`config.mk`:
```
export PLATFORM = sky130hd
export DESIGN_NAME = cnt_inhibit_alias
export DESIGN_NICKNAME = d
export VERILOG_FILES = /design/src/rtl/cia_pkg.sv /design/src/rtl/cia_access_guard.sv /design/src/rtl/cia_inhibit_store.sv /design/src/rtl/cia_view_mux.sv /design/src/rtl/cnt_inhibit_alias.sv
export SDC_FILE = /design/constraint.sdc
export NUM_CORES = 1
export LEC_CHECK = 0
export ABC_AREA = 0
export CAP_MARGIN = 20
export CORE_ASPECT_RATIO = 0.6
export CORE_UTILIZATION = 40
export CTS_BUF_LIST = sky130_fd_sc_hd__clkbuf_16
export DETAILED_ROUTE_END_ITERATION = 8
export GPL_ROUTABILITY_DRIVEN = 0
export PLACE_DENSITY = 0.89
export SYNTH_ARGS = -nofsm -noshare
export SYNTH_HDL_FRONTEND = slang
export SYNTH_SLANG_ARGS = --single-unit
```
`constraint.sdc`:
```
create_clock -name clk -period 2.2 [get_ports clk]
set_clock_uncertainty 0.2 [all_clocks]
set_input_delay 0.22 -clock clk [delete_from_list [all_inputs] [get_ports clk]]
set_output_delay 0.22 -clock clk [all_outputs]
set_load 0.005 [all_outputs]
```
`src/rtl/cia_pkg.sv`:
```
package cia_pkg;
  localparam int unsigned CNT_W = 32;

  typedef enum logic [1:0] {
    PRIV_U = 2'b00,
    PRIV_S = 2'b01,
    PRIV_R = 2'b10,
    PRIV_M = 2'b11
  } priv_e;

  typedef enum logic {
    SLOT_INH = 1'b0,
    SLOT_OVF = 1'b1
  } slot_e;

  typedef struct packed {
    logic illegal;
    logic virt_exc;
    logic wr_ok;
    logic rd_ok;
  } guard_t;
endpackage

```
`src/rtl/cia_access_guard.sv`:
```
module cia_access_guard
  import cia_pkg::*;
(
  input  logic [1:0] priv,
  input  logic       virt,
  input  logic       deleg_en,
  input  logic       s_rd,
  input  logic       s_we,
  input  logic       s_slot,
  output guard_t     verdict
);
  logic active;
  logic guest;
  logic user_bare;

  always_comb begin
    active    = s_rd | s_we;
    guest     = virt & (priv_e'(priv) != PRIV_M);
    user_bare = (priv_e'(priv) == PRIV_U) & ~guest;
    verdict   = '0;
    if (active) begin
      if (slot_e'(s_slot) == SLOT_INH) begin
        if (!deleg_en)      verdict.illegal  = 1'b1;
        else if (guest)     verdict.virt_exc = 1'b1;
        else if (user_bare) verdict.illegal  = 1'b1;
      end else begin
        if (s_we)                  verdict.illegal  = 1'b1;
        else if (deleg_en && guest) verdict.virt_exc = 1'b1;
        else if (user_bare)        verdict.illegal  = 1'b1;
      end
    end
    verdict.rd_ok = s_rd & ~verdict.illegal & ~verdict.virt_exc;
    verdict.wr_ok = s_we & (slot_e'(s_slot) == SLOT_INH)
                    & ~verdict.illegal & ~verdict.virt_exc;
  end
endmodule

```
`src/rtl/cia_inhibit_store.sv`:
```
module cia_inhibit_store #(
  parameter int unsigned        N       = 32,
  parameter logic [N-1:0]       HARD0   = '0
) (
  input  logic         clk,
  input  logic         rst_n,
  input  logic         m_we,
  input  logic [N-1:0] m_wdata,
  input  logic         s_we_ok,
  input  logic [N-1:0] s_wdata,
  input  logic [N-1:0] s_mask,
  output logic [N-1:0] q
);
  for (genvar i = 0; i < N; i++) begin : g_bit
    if (HARD0[i]) begin : g_zero
      assign q[i] = 1'b0;
    end else begin : g_ff
      logic bit_q;
      always_ff @(posedge clk or negedge rst_n) begin
        if (!rst_n)                     bit_q <= 1'b0;
        else if (m_we)                  bit_q <= m_wdata[i];
        else if (s_we_ok && s_mask[i])  bit_q <= s_wdata[i];
      end
      assign q[i] = bit_q;
    end
  end
endmodule

```
`src/rtl/cia_view_mux.sv`:
```
module cia_view_mux
  import cia_pkg::*;
#(
  parameter int unsigned N = 32
) (
  input  logic [N-1:0] stored,
  input  logic [N-1:0] mask,
  input  logic [N-1:0] ovf,
  input  logic         slot,
  input  logic         rd_ok,
  output logic [N-1:0] rdata
);
  always_comb begin
    rdata = '0;
    if (rd_ok) begin
      unique case (slot_e'(slot))
        SLOT_INH: rdata = stored & mask;
        SLOT_OVF: rdata = ovf;
        default:  rdata = '0;
      endcase
    end
  end
endmodule

```
`src/rtl/cnt_inhibit_alias.sv`:
```
module cnt_inhibit_alias
  import cia_pkg::*;
#(
  parameter int unsigned N     = CNT_W,
  parameter logic [N-1:0] HARD0 = N'(2)
) (
  input  logic         clk,
  input  logic         rst_n,
  input  logic [1:0]   priv,
  input  logic         virt,
  input  logic         deleg_en,
  input  logic [N-1:0] cnt_en_mask,
  input  logic [N-1:0] ovf_status,
  input  logic         m_we,
  input  logic [N-1:0] m_wdata,
  output logic [N-1:0] m_rdata,
  input  logic         s_rd,
  input  logic         s_we,
  input  logic         s_slot,
  input  logic [N-1:0] s_wdata,
  output logic [N-1:0] s_rdata,
  output logic         s_illegal,
  output logic         s_virtual,
  output logic [N-1:0] inhibit_out
);
  guard_t       verdict;
  logic [N-1:0] stored;

  cia_access_guard u_guard (
    .priv     (priv),
    .virt     (virt),
    .deleg_en (deleg_en),
    .s_rd     (s_rd),
    .s_we     (s_we),
    .s_slot   (s_slot),
    .verdict  (verdict)
  );

  cia_inhibit_store #(.N(N), .HARD0(HARD0)) u_store (
    .clk     (clk),
    .rst_n   (rst_n),
    .m_we    (m_we),
    .m_wdata (m_wdata),
    .s_we_ok (verdict.wr_ok),
    .s_wdata (s_wdata),
    .s_mask  (cnt_en_mask),
    .q       (stored)
  );

  cia_view_mux #(.N(N)) u_view (
    .stored (stored),
    .mask   (cnt_en_mask),
    .ovf    (ovf_status),
    .slot   (s_slot),
    .rd_ok  (verdict.rd_ok),
    .rdata  (s_rdata)
  );

  assign m_rdata     = stored;
  assign inhibit_out = stored;
  assign s_illegal   = verdict.illegal;
  assign s_virtual   = verdict.virt_exc;
endmodule

```
Word-level counts from Yosys, hierarchy flattened
Cells that the tools add are included.

Eq/ne operators: 1. Multiplexer cells: 75. Bitwise logic cells: 13. Reduce and logical (&&, ||, !) cells: 64.

Operator list (count): $mux W1 (71); $pmux W32 S2 (1); $reduce_bool A2 Y1 (31); $and A32 B32 Y32 (1); $logic_and A1 B1 Y1 (32); $mux W32 (1); $and A1 B1 Y1 (7); $mux W2 (2); $not A1 Y1 (4); $logic_not A2 Y1 (1); $ne A2 B2 Y1 const B (1); $or A1 B1 Y1 (1).

Bits in registers: 31. Input bits: 138. Logic and storage cells: 184.

Depth between registers and ports, before layout
Word-level depth: 15. Mapped depth: 5. Mapped depth without buffers: 3.

By module
Synthesis repeated with hierarchy kept, for this count alone.

Cell total of the unflattened synthesis: 291. Area, all modules: 2728.9 um^2.

By module, submodules not included: cia_inhibit_store (times used 1, cells an instance 201, area each 1975.6 um^2, seq. area each 775.7 um^2); cia_view_mux (times used 1, cells an instance 43, area each 424.2 um^2, seq. area each 0.0 um^2); cnt_inhibit_alias (times used 1, cells an instance 32, area each 240.2 um^2, seq. area each 0.0 um^2); cia_access_guard (times used 1, cells an instance 15, area each 88.8 um^2, seq. area each 0.0 um^2).

Worst setup path after synthesis
Ideal clock, no wire load.

Path kind: input -> output. Start: in deleg_en. End: out s_rdata[12]. Data arrival time: 1.112 ns. Slack: 0.668 ns. Stages: 5. Buffers on the path: 2. Cells stage by stage: buf_2 -> nor2_1 -> a211o_1 -> buf_1 -> nor3_1.

Word-level cells in the longest chain between the ends: 9. Elaborated cells on any way between the ends: 14. Those cells by class: mux: 9; bitwise: 4; reduce/logical: 1.

Ends and longest elaborated chain: start: declaration (line cnt_inhibit_alias.sv:11) `input logic deleg_en,`; $logic_and A1 B1 Y1 (line cia_access_guard.sv:28) `else if (deleg_en && guest) verdict.virt_exc = 1'b1;`; $mux W1 (line cia_access_guard.sv:28); $mux W1 (line cia_access_guard.sv:27) `if (s_we) verdict.illegal = 1'b1;`; $mux W2 (*) (line cia_access_guard.sv:22) `if (slot_e'(s_slot) == SLOT_INH) begin`; $mux W2 (*) (line cia_access_guard.sv:21) `if (active) begin`; $not A1 Y1 (line cia_access_guard.sv:32) `verdict.rd_ok = s_rd & ~verdict.illegal & ~verdict.virt_exc;`; $and A1 B1 Y1 (line cia_access_guard.sv:32); $and A1 B1 Y1 (*) (line cia_access_guard.sv:32); $mux W32 (*) (line cia_view_mux.sv:15) `if (rd_ok) begin`; end: declaration (line cnt_inhibit_alias.sv:21) `output logic [N-1:0] s_rdata,`.

Every way passes the cells marked *; elsewhere a longest branch is shown, timed or not.

Worst setup path after layout
Start: in s_rd. End: out s_virtual.

Word-level cells in the longest chain between the ends: 2.

Ends and longest elaborated chain: start: declaration (line cnt_inhibit_alias.sv:17) `input logic s_rd,`; $or A1 B1 Y1 (line cia_access_guard.sv:17) `active = s_rd | s_we;`; $mux W2 (line cia_access_guard.sv:21); end: declaration (line cnt_inhibit_alias.sv:23) `output logic s_virtual,`.

Every way passes these cells.

==> metrics.txt <==
run status=complete, no violations; share of cells above drive strength 1=11.3%; nets@finish=766; cell count after synthesis=465; vias per cell=5.57; largest net degree at the start of global routing=63; crit path max fanout=2; Ys Warns=0; port bufs=230; worst skew pair latency=about 0.27 ns; grt ovf=0; Placement Cell Area=0.00555 mm^2; Yosys reg bits=31; Final Setup Violations=0; top-count cell post-synth=buf_4; Slowest Stage Delay on Critical Path=0.54 ns; crit path kind=input pin to output pin; core area=0.00852 mm^2; Die Width=between 100 and 150 um; starting DRC count in detailed routing=around 330; CTS Buffer Depth=2; # IOs=236; RSZ-0062 raised after global routing=no; critical path arrival=1.67 ns; Antenna Cells=0; Power Dens Cells=between 300 and 400 mW/mm^2; crit start category=input pin; Peak VDD IR=0.262 mV; H-tree Lvls=2; Final Max Slew Viols=0; max_slew headroom=49.9%; post-synth top area share=21.9%; Largest register FFs=31; total track usage=a little over a quarter; fin crit period=2.09 ns; met3 WL=approximately 1.1 mm; Required @ worst endpoint=1.78 ns; Hold Crit Depth=4; cell taking the most area after synthesis=dfrtp_1; Reg with most FFs=u_store.g_bit.g_ff.bit_q; crit-path cells=clkdlybuf4s50_1 -> inv_1 -> mux2i_1 -> and4_1 -> clkdlybuf4s50_1; cell mode on critical path=clkdlybuf4s50_1; Max Clk Rate=~480 MHz; WHS Endpoint=u_store.g_bit[21].g_ff.bit_q$_DFFE_PN0P_; final hold slack=0.308 ns; Post-synth EDFFs=0; Tcrit/Tclk final=95.0%; Primary FF master, synth=dfrtp_1; Multi-input gate area=0.00202 mm^2; final non-filler cell area=0.00579 mm^2; slowest CP cell=clkdlybuf4s50_1; r2r startpoint=u_store.g_bit[14].g_ff.bit_q$_DFFE_PN0P_; TritonCTS clock tree=done; initial antenna violation count=0; final hold viol count=0; # DRC=0; Least-Margin Pin Slew=0.752 ns; wl on met1=5.50 mm; average wire per standard cell=about 18 um; Die Y=74.8 um; Critical Path Sink Type=output pin; ranking of synthesized cells by area=dfrtp_1 22%, buf_4 14%, a2111o_1 9.9%; fill cell count=about 720; CTS buffer count=5; Mapped Avg Cell Area=7.60 um^2; Layout area overhead=63.8%; worst flop-to-flop path endpoint=u_store.g_bit[14].g_ff.bit_q$_DFFE_PN0P_; sequential share of the synthesized area=21.9%; DR WL met2=~6.4 mm; via count=4126; Post-synth top cells=65 x buf_4, 63 x nand2_1, 62 x a21oi_1, 33 x inv_1; top layer in use=met4; worst hold path class=input pin to flip-flop; num rows=26; Die ar.=0.00923 mm^2; clk root buf=clkbuf_16; DRT antenna net count=0; r2r setup slk=1.24 ns; Reg clk slew, reported paths=0.05 ns; largest registers=u_store.g_bit.g_ff.bit_q x31; register area=776 um^2; DRT Wirelength=roughly 13 mm; min-delay src=m_we; max_cap viols=0; synth unique cells=23; number of cells on the worst reg-to-reg path=2; Final HPWL DP=9.74 mm; CTS Sinks=31; 1st-pass router iterations=4; Initial Util=approximately two fifths; leakage power=around 2.5 nW; mapped cell area=0.00353 mm^2; fraction of registers with async set/reset=100%; vias in the first global route=~3800; first-pass GRT wire length=19.3 mm
-- worst max-delay path, delay by kind of cell --
family / cells / cell delay, ns
buffers and inverters: 3 / 1.13
muxes: 1 / 0.12
and+or+nand+nor: 1 / 0.20
-- power breakdown --
| group | total (mW) | switching, mW | internal [mW] |
|---|---|---|---|
| Combinational | 0.978 | 0.390 | 0.588 |
| Clock | 0.639 | 0.233 | 0.406 |
| Sequential | 0.687 | 0.0609 | 0.626 |
-- final cells by class --
class | count | share of cell area, %
Timing Repair Buffer | 265 | 44.8
Multi-Input combinational cell | 292 | 34.9
Sequential cell | 31 | 13.4
Clock inverter | 3 | 0.194
Inverter | 33 | 2.14
Tap cell | 112 | 2.42
Clock buffer | 5 | 2.16
-- layout by cell type, fill, tap and decap left out, drive strengths merged, types with 2 or more instances in the layout --
| master | count |
|---|---|
| o211ai | 31 |
| dlygate4sd2 | 25 |
| buf | 38 |
| clkbuf | 9 |
| clkdlybuf4s15 | 6 |
| nand4b | 31 |
| dlymetal6s2s | 2 |
| clkinv | 2 |
| nand2 | 64 |
| nor3 | 33 |
| and3b | 31 |
| a21oi | 62 |
| conb | 2 |
| inv | 34 |
| a2111o | 31 |
| dfrtp | 31 |
| clkdlybuf4s50 | 189 |
-- repair_timing --
action,4_1_cts,5_1_grt
cloned,0,1
pin swaps,1,1
buffers inserted,4,3
endpoints found under the hold margin,31,0
hold buffers,1,0
gates resized for setup,54,18
endpoints found under the setup margin,34,18
-- how the worst max path moves through the flow --
stage	startpoint	end	slack (ns)	depth (start not counted)
finish	s_rd	s_virtual	0.11	5
global route	priv[0]	s_rdata[4]	0.06	7
CTS	virt	s_rdata[17]	-0.01	7
detailed placement	priv[1]	s_rdata[18]	-0.29	6
global placement	priv[1]	s_rdata[17]	-0.25	6
floorplan	deleg_en	s_rdata[12]	0.67	5
-- logic make-up (layout without fill, tap and decap cells) --
family | after synthesis | after routing | synth area share [%]
AO/OA/AOI/OAI | 128 | 128 | 26.3
buffers and inverters | 143 | 306 | 22.7
flip-flops | 31 | 31 | 21.9
multiplexers | 1 | 1 | 0.283
other | 1 | 2 | 0.106
AND/OR/NAND/NOR | 161 | 161 | 28.7
-- stage by stage --
step | power (mW) | TNS, ns | std cells | utilization, % | setup WS (ns)
final | 2.30 | 0 | 741 | 67.9 | 0.111
after global routing | 2.43 | 0 | 741 | 67.9 | 0.0604
after CTS | 2.30 | -0.0163 | 737 | 67.2 | -0.0103
after detailed placement | 1.64 | -7.52 | 724 | 65.1 | -0.291
after global placement | 1.62 | -7.22 | 724 | 65.1 | -0.251
after floorplan | 1.14 | 0 | 466 | - | 0.668
-- metal layers --
layer,track usage (%),vias up
li1,-,1948
met1,34.5,1960
met2,48.5,203
met3,5.45,15
met4,5.89,0
met5,0,-
Power figures use the tool's default switching activity.
